**src/rtl/atten_pkg.sv**
```systemverilog
package atten_pkg;

  // Strobes from the control section to the datapath, one system cycle wide
  typedef struct packed {
    logic shift;   // capture bitVal into the frame register
    logic commit;  // a complete frame is present, apply it if addressed
    logic bitVal;  // synchronized serial data bit
  } atten_strobe_t;

endpackage

```
**src/rtl/atten_ctl.sv**
```systemverilog
module atten_ctl
  import atten_pkg::*;
#(
  parameter int SYNC_STAGES = 2,
  parameter int FRAME_W     = 16
) (
  input  logic          clk,
  input  logic          rstN,
  input  logic          serLoadN,
  input  logic          serClk,
  input  logic          serData,
  output atten_strobe_t stb
);

  localparam int CNT_W = $clog2(FRAME_W + 2);
  localparam logic [CNT_W-1:0] FULL_CNT = CNT_W'(FRAME_W);
  localparam logic [CNT_W-1:0] OVER_CNT = CNT_W'(FRAME_W + 1);

  logic [SYNC_STAGES-1:0] loadPipe, clkPipe, dataPipe;
  logic loadS, clkS, dataS;
  logic prevLoad, prevClk;
  logic clkRise, loadRise;
  logic [CNT_W-1:0] bitCnt;

  // Synchronizers; the frame enable idles high
  always_ff @(posedge clk or negedge rstN) begin
    if (!rstN) begin
      loadPipe <= '1;
      clkPipe  <= '0;
      dataPipe <= '0;
    end else begin
      loadPipe <= {loadPipe[SYNC_STAGES-2:0], serLoadN};
      clkPipe  <= {clkPipe[SYNC_STAGES-2:0], serClk};
      dataPipe <= {dataPipe[SYNC_STAGES-2:0], serData};
    end
  end

  assign loadS = loadPipe[SYNC_STAGES-1];
  assign clkS  = clkPipe[SYNC_STAGES-1];
  assign dataS = dataPipe[SYNC_STAGES-1];

  always_ff @(posedge clk or negedge rstN) begin
    if (!rstN) begin
      prevLoad <= 1'b1;
      prevClk  <= 1'b0;
    end else begin
      prevLoad <= loadS;
      prevClk  <= clkS;
    end
  end

  assign clkRise  = clkS & ~prevClk;
  assign loadRise = loadS & ~prevLoad;

  // Bit counter: cleared while the enable is high, saturates one past a frame
  always_ff @(posedge clk or negedge rstN) begin
    if (!rstN) begin
      bitCnt <= '0;
    end else if (loadS) begin
      bitCnt <= '0;
    end else if (clkRise && (bitCnt != OVER_CNT)) begin
      bitCnt <= bitCnt + CNT_W'(1);
    end
  end

  always_comb begin
    stb.shift  = clkRise & ~loadS;
    stb.bitVal = dataS;
    stb.commit = loadRise & (bitCnt == FULL_CNT);
  end

endmodule

```
**src/rtl/atten_dp.sv**
```systemverilog
module atten_dp
  import atten_pkg::*;
#(
  parameter int ADDR_W    = 8,
  parameter int LVL_W     = 8,
  parameter int NUM_TAPS  = 63,
  parameter int CHAN_ADDR = 0,
  localparam int IDX_W    = $clog2(NUM_TAPS + 1)
) (
  input  logic                clk,
  input  logic                rstN,
  input  atten_strobe_t       stb,
  output logic [NUM_TAPS-1:0] tapSel,
  output logic                muted,
  output logic                gndEn,
  output logic [IDX_W-1:0]    level
);

  localparam int FRAME_W = ADDR_W + LVL_W;
  localparam logic [IDX_W-1:0] MUTE_IDX = IDX_W'(NUM_TAPS);

  logic [FRAME_W-1:0]  frameReg;
  logic [ADDR_W-1:0]   frameAddr;
  logic [LVL_W-1:0]    frameLvl;
  logic                addrHit;
  logic                overRange;
  logic [IDX_W-1:0]    nextIdx;
  logic [NUM_TAPS-1:0] nextTap;

  logic [NUM_TAPS-1:0] tapReg;
  logic [IDX_W-1:0]    levelReg;
  logic                muteReg;

  // Frame register, first bit received ends up at the top
  always_ff @(posedge clk or negedge rstN) begin
    if (!rstN) begin
      frameReg <= '0;
    end else if (stb.shift) begin
      frameReg <= {frameReg[FRAME_W-2:0], stb.bitVal};
    end
  end

  assign frameAddr = frameReg[FRAME_W-1 -: ADDR_W];
  assign frameLvl  = frameReg[LVL_W-1:0];
  assign addrHit   = (frameAddr == ADDR_W'(CHAN_ADDR));
  assign overRange = (32'(frameLvl) >= NUM_TAPS);
  assign nextIdx   = overRange ? MUTE_IDX : IDX_W'(frameLvl);

  // One comparator per tap; the mute index matches none of them
  for (genvar t = 0; t < NUM_TAPS; t++) begin : g_tapDec
    assign nextTap[t] = (nextIdx == IDX_W'(t));
  end

  always_ff @(posedge clk or negedge rstN) begin
    if (!rstN) begin
      tapReg   <= '0;
      levelReg <= MUTE_IDX;
      muteReg  <= 1'b1;
    end else if (stb.commit && addrHit) begin
      tapReg   <= nextTap;
      levelReg <= nextIdx;
      muteReg  <= overRange;
    end
  end

  assign tapSel = tapReg;
  assign level  = levelReg;
  assign muted  = muteReg;
  assign gndEn  = muteReg;

endmodule

```
**src/rtl/serial_atten_ctrl.sv**
```systemverilog
module serial_atten_ctrl
  import atten_pkg::*;
#(
  parameter int ADDR_W      = 8,
  parameter int LVL_W       = 8,
  parameter int NUM_TAPS    = 63,
  parameter int CHAN_ADDR   = 0,
  parameter int SYNC_STAGES = 2,
  localparam int IDX_W      = $clog2(NUM_TAPS + 1)
) (
  input  logic                clk,
  input  logic                rstN,
  input  logic                serLoadN,
  input  logic                serClk,
  input  logic                serData,
  output logic [NUM_TAPS-1:0] tapSel,
  output logic                muted,
  output logic                gndEn,
  output logic [IDX_W-1:0]    level
);

  atten_strobe_t stb;

  atten_ctl #(
    .SYNC_STAGES(SYNC_STAGES),
    .FRAME_W    (ADDR_W + LVL_W)
  ) u_ctl (
    .clk     (clk),
    .rstN    (rstN),
    .serLoadN(serLoadN),
    .serClk  (serClk),
    .serData (serData),
    .stb     (stb)
  );

  atten_dp #(
    .ADDR_W   (ADDR_W),
    .LVL_W    (LVL_W),
    .NUM_TAPS (NUM_TAPS),
    .CHAN_ADDR(CHAN_ADDR)
  ) u_dp (
    .clk   (clk),
    .rstN  (rstN),
    .stb   (stb),
    .tapSel(tapSel),
    .muted (muted),
    .gndEn (gndEn),
    .level (level)
  );

endmodule

```
**config.mk**
```make
export PLATFORM = sky130hd
export DESIGN_NAME = serial_atten_ctrl
export DESIGN_NICKNAME = d
export VERILOG_FILES = /design/src/rtl/atten_pkg.sv /design/src/rtl/atten_ctl.sv /design/src/rtl/atten_dp.sv /design/src/rtl/serial_atten_ctrl.sv
export SDC_FILE = /design/constraint.sdc
export NUM_CORES = 1
export LEC_CHECK = 0
export ABC_AREA = 1
export BUFFER_PORTS_ARGS = -buffer_cell sky130_fd_sc_hd__buf_4
export CAP_MARGIN = 30
export CELL_PAD_IN_SITES_DETAIL_PLACEMENT = 1
export CELL_PAD_IN_SITES_GLOBAL_PLACEMENT = 2
export CORE_MARGIN = 10
export CORE_UTILIZATION = 33
export CTS_BUF_LIST = sky130_fd_sc_hd__clkbuf_16
export CTS_CLUSTER_DIAMETER = 150
export DETAILED_ROUTE_END_ITERATION = 16
export PLACE_DENSITY = 0.84
export SYNTH_ARGS = -nofsm -noshare
export SYNTH_HDL_FRONTEND = slang
export SYNTH_HIERARCHICAL = 1
export SYNTH_SLANG_ARGS = --single-unit
```
**constraint.sdc**
```tcl
create_clock -name clk -period 1.9 [get_ports clk]
set_input_delay 0.19 -clock clk [delete_from_list [all_inputs] [get_ports clk]]
set_output_delay 0.19 -clock clk [all_outputs]
set_load 0.02 [all_outputs]
```
==> qor.txt <==
Layout cells sized above 1: 0.262
WS Path Type: reg2reg
Final setup vio count: 0
Post-synthesis sequential area ratio: 0.567
Clock skew: 0.00673 ns
Clock transition at path regs: 0.07 ns
Main combinational cell family by area after synthesis: simple AND/OR/NAND/NOR gates
Mapped Area: 4390 µm²
Most frequent cell after synthesis: nand2_1
Footprint of the multi-input gates: 1660 µm²
Worst endpoint required time: 2.13 ns
Pre-CTS worst setup slack: 0.121 ns
H-Tree Depth: 3
Adder-cell area share of the yosys netlist: 0.00855
Core box area: 13100 µm²
Synth warn: 6
GRT overflow: 0
Gate Count Post-Synth: 498
Initial antenna violation count: 0
Post-synth top cells: nand2_1, dfrtp_1, o21ai_1
Syn avg cell area: 8.82 µm²
Synthesized net count: 506
CP Cell Sequence: inv_1 -> ha_1 -> nand3_1 -> nor3_1 -> buf_4 -> nand2_4 -> buf_12 -> nand2_1 -> o21ai_1
Num CTS Buffers: 9
RSZ-0062 raised after global routing: false
I/O Buffers: 75
Worst-margin pin slew: 0.415 ns
Boundary Pins: 76
Largest cells by area after synthesis: dfrtp_1, nand2_1, dfstp_2, o21ai_1, nor2_1
Area Growth Syn to Fin: 24.9%
Area leader, netlist: dfrtp_1
WL final: 11.8 mm
# DRC: 0
Skew-Pair Late Insertion Delay: 0.35 ns
Final worst setup slack: 0.232 ns
Total track usage: 0.132
Achievable frequency: 600 MHz
Drt pass-1 iters: 4
Clk buf depth: 2
Fillers: 1547
Die area: 18300 µm²
Status: finished clean
EDFF count, synth: 0
Synthesized flop and latch total: 99
DRT iter0 DRCs: 201
Cell variety after synth: 29
Crit-path slowest cell: dfrtp_1
Async S/R FF share, synth: 1.00
Max Cap Viol: 0
Worst Hold Class: in2async
Worst-path fanout max: 44
CP Capture Type: flop
WL/cell: 15.5 µm
Vias in the first global route: 3689
HPWL Detailed: 8.45 mm
CTS root buf: clkbuf_16
Antenna viol nets, final: 0
Nets: 584
Max IR drop VDD: 0.441 mV
Largest net degree at the start of global routing: 46
Clock sink total: 99
Max Transition Viols Final: 0
Multiplexer share of the synthesized area: 0.00256
Power per standard cell area: 918 nW/µm²
Min cycle time layout: 1.67 ns
Complex-gate fraction of the synthesized area: 0.0724
Rel. slew slack: 0.723
Register area: 2490 µm²
ANT cells: 0
Top-area cell type share of the netlist area: 0.507
Via density: 4.66
Rows: 42
Most used DFF post-synth: dfrtp_1
Die Span Y: 135 µm
Fin. Hold Viols: 0
Die W: 135 µm
Global-route wire length before repair: 19.5 mm
CTS tree: done
CP Data Arrival Time: 1.89 ns
Post-synthesis simple-gate area fraction: 0.289
Xor and xnor fraction of the mapped netlist area: 0.00199
Pleak: 0.00265 µW
Setup_tns: 0 ns
GPL Wtd Cong: 0.736
Vias: 3524
Starting density of the core: 0.334
Period Utilization, post-route: 0.878
Startpoint Class: flop
Worst path max stage delay: 0.44 ns
==> power breakdown <==
| group | switching, µW | leakage [µW] | total (µW) | internal (µW) |
|---|---|---|---|---|
| clock network | 816 | 0.000141 | 1830 | 1020 |
| registers | 95.9 | 0.00131 | 2290 | 2200 |
| logic | 679 | 0.00119 | 907 | 228 |
==> state kept, by name (all words and copies together), names as in the netlist <==
| signal | cells |
|---|---|
| u_ctl/bitCnt | 5 |
| u_ctl/clkPipe | 2 |
| u_ctl/dataPipe | 2 |
| u_ctl/loadPipe | 2 |
| u_ctl/prevClk | 1 |
| u_ctl/prevLoad | 1 |
| u_dp/frameReg | 16 |
| u_dp/gndEn | 1 |
| u_dp/level | 6 |
| u_dp/tapSel | 63 |
==> worst max-delay path: cells and delay by family (launching register included) <==
family / cells / cell delay (ns)
compound gates: 1 / 0.06
flops: 1 / 0.44
buf+inv: 3 / 0.48
fa+ha+maj: 1 / 0.15
simple gates: 4 / 0.40
==> per-layer routing <==
layer | vias to the layer above | track usage | part of all wire
met4 | 0 | 0.0538 | 0.017
li1 | 1726 | - | -
met5 | - | 0 | 0
met1 | 1729 | 0.167 | 0.46
met2 | 56 | 0.213 | 0.48
met3 | 13 | 0.0315 | 0.045
==> cell families after synthesis <==
logic type	Yosys count
AO/OA/AOI/OAI	59
XOR/XNOR	1
adder cells (fa/ha/maj)	3
buffers and inverters	49
flip-flops	99
multiplexers	1
AND/OR/NAND/NOR	286
==> layout make-up <==
type / count / share of cell area
timing repair buffer: 90 / 0.132
clock buffer: 9 / 0.0410
inverter: 26 / 0.0185
tap: 176 / 0.0401
clock inverter: 7 / 0.0123
sequential: 99 / 0.454
multi-input combinational: 350 / 0.302
==> path summary, 6_finish.rpt <==
path                                    from           endpoint  slack (ns)  depth (start not counted)
setup / recovery             u_ctl/bitCnt[0]    u_dp/tapSel[37]        0.23                          9
hold / removal                          rstN    u_ctl/bitCnt[4]        0.26                          2
setup reg to reg             u_ctl/bitCnt[0]    u_dp/tapSel[37]        0.23                          9
hold reg to reg            u_ctl/dataPipe[0]  u_ctl/dataPipe[1]        0.35                          0
max in group asynchronous               rstN      u_dp/level[3]        0.96                          3
min in group clk           u_ctl/dataPipe[0]  u_ctl/dataPipe[1]        0.35                          0
==> stage by stage <==
step / total power (µW) / cells / cell area [µm²] / hold WS [ns] / util
finish: 5030 / 757 / 5490 / 0.263 / 0.418
detailed placement: 3240 / 737 / 5150 / 0.0845 / 0.392
floorplan: 2970 / 498 / 4390 / -0.106 / -
global route: 5310 / 757 / 5490 / 0.281 / 0.418
global placement: 3220 / 737 / 5150 / 0.0840 / 0.392
CTS: 5110 / 757 / 5480 / 0.254 / 0.417
==> cell usage in the layout (no fill, tap or decap), drive strengths merged <==
master	count
nand4	7
nand3	31
nand2	199
nor2	47
a21oi	4
buf	86
o21ai	55
dfrtp	89
mux2	1
dfstp	10
inv	23
ha	3
nor3	2
clkbuf	9
dlygate4sd3	4
xnor2	1
bufinv	1
clkinvlp	1
clkinv	8
==> what timing repair did <==
action                                  CTS  global route
hold buffers                              4             0
hold endpoints to repair                 16             0
resized for setup                         0             2
setup buffers                             0             0
endpoints found under the setup margin    0            16
Note: power is estimated with default switching activity, not from simulation.
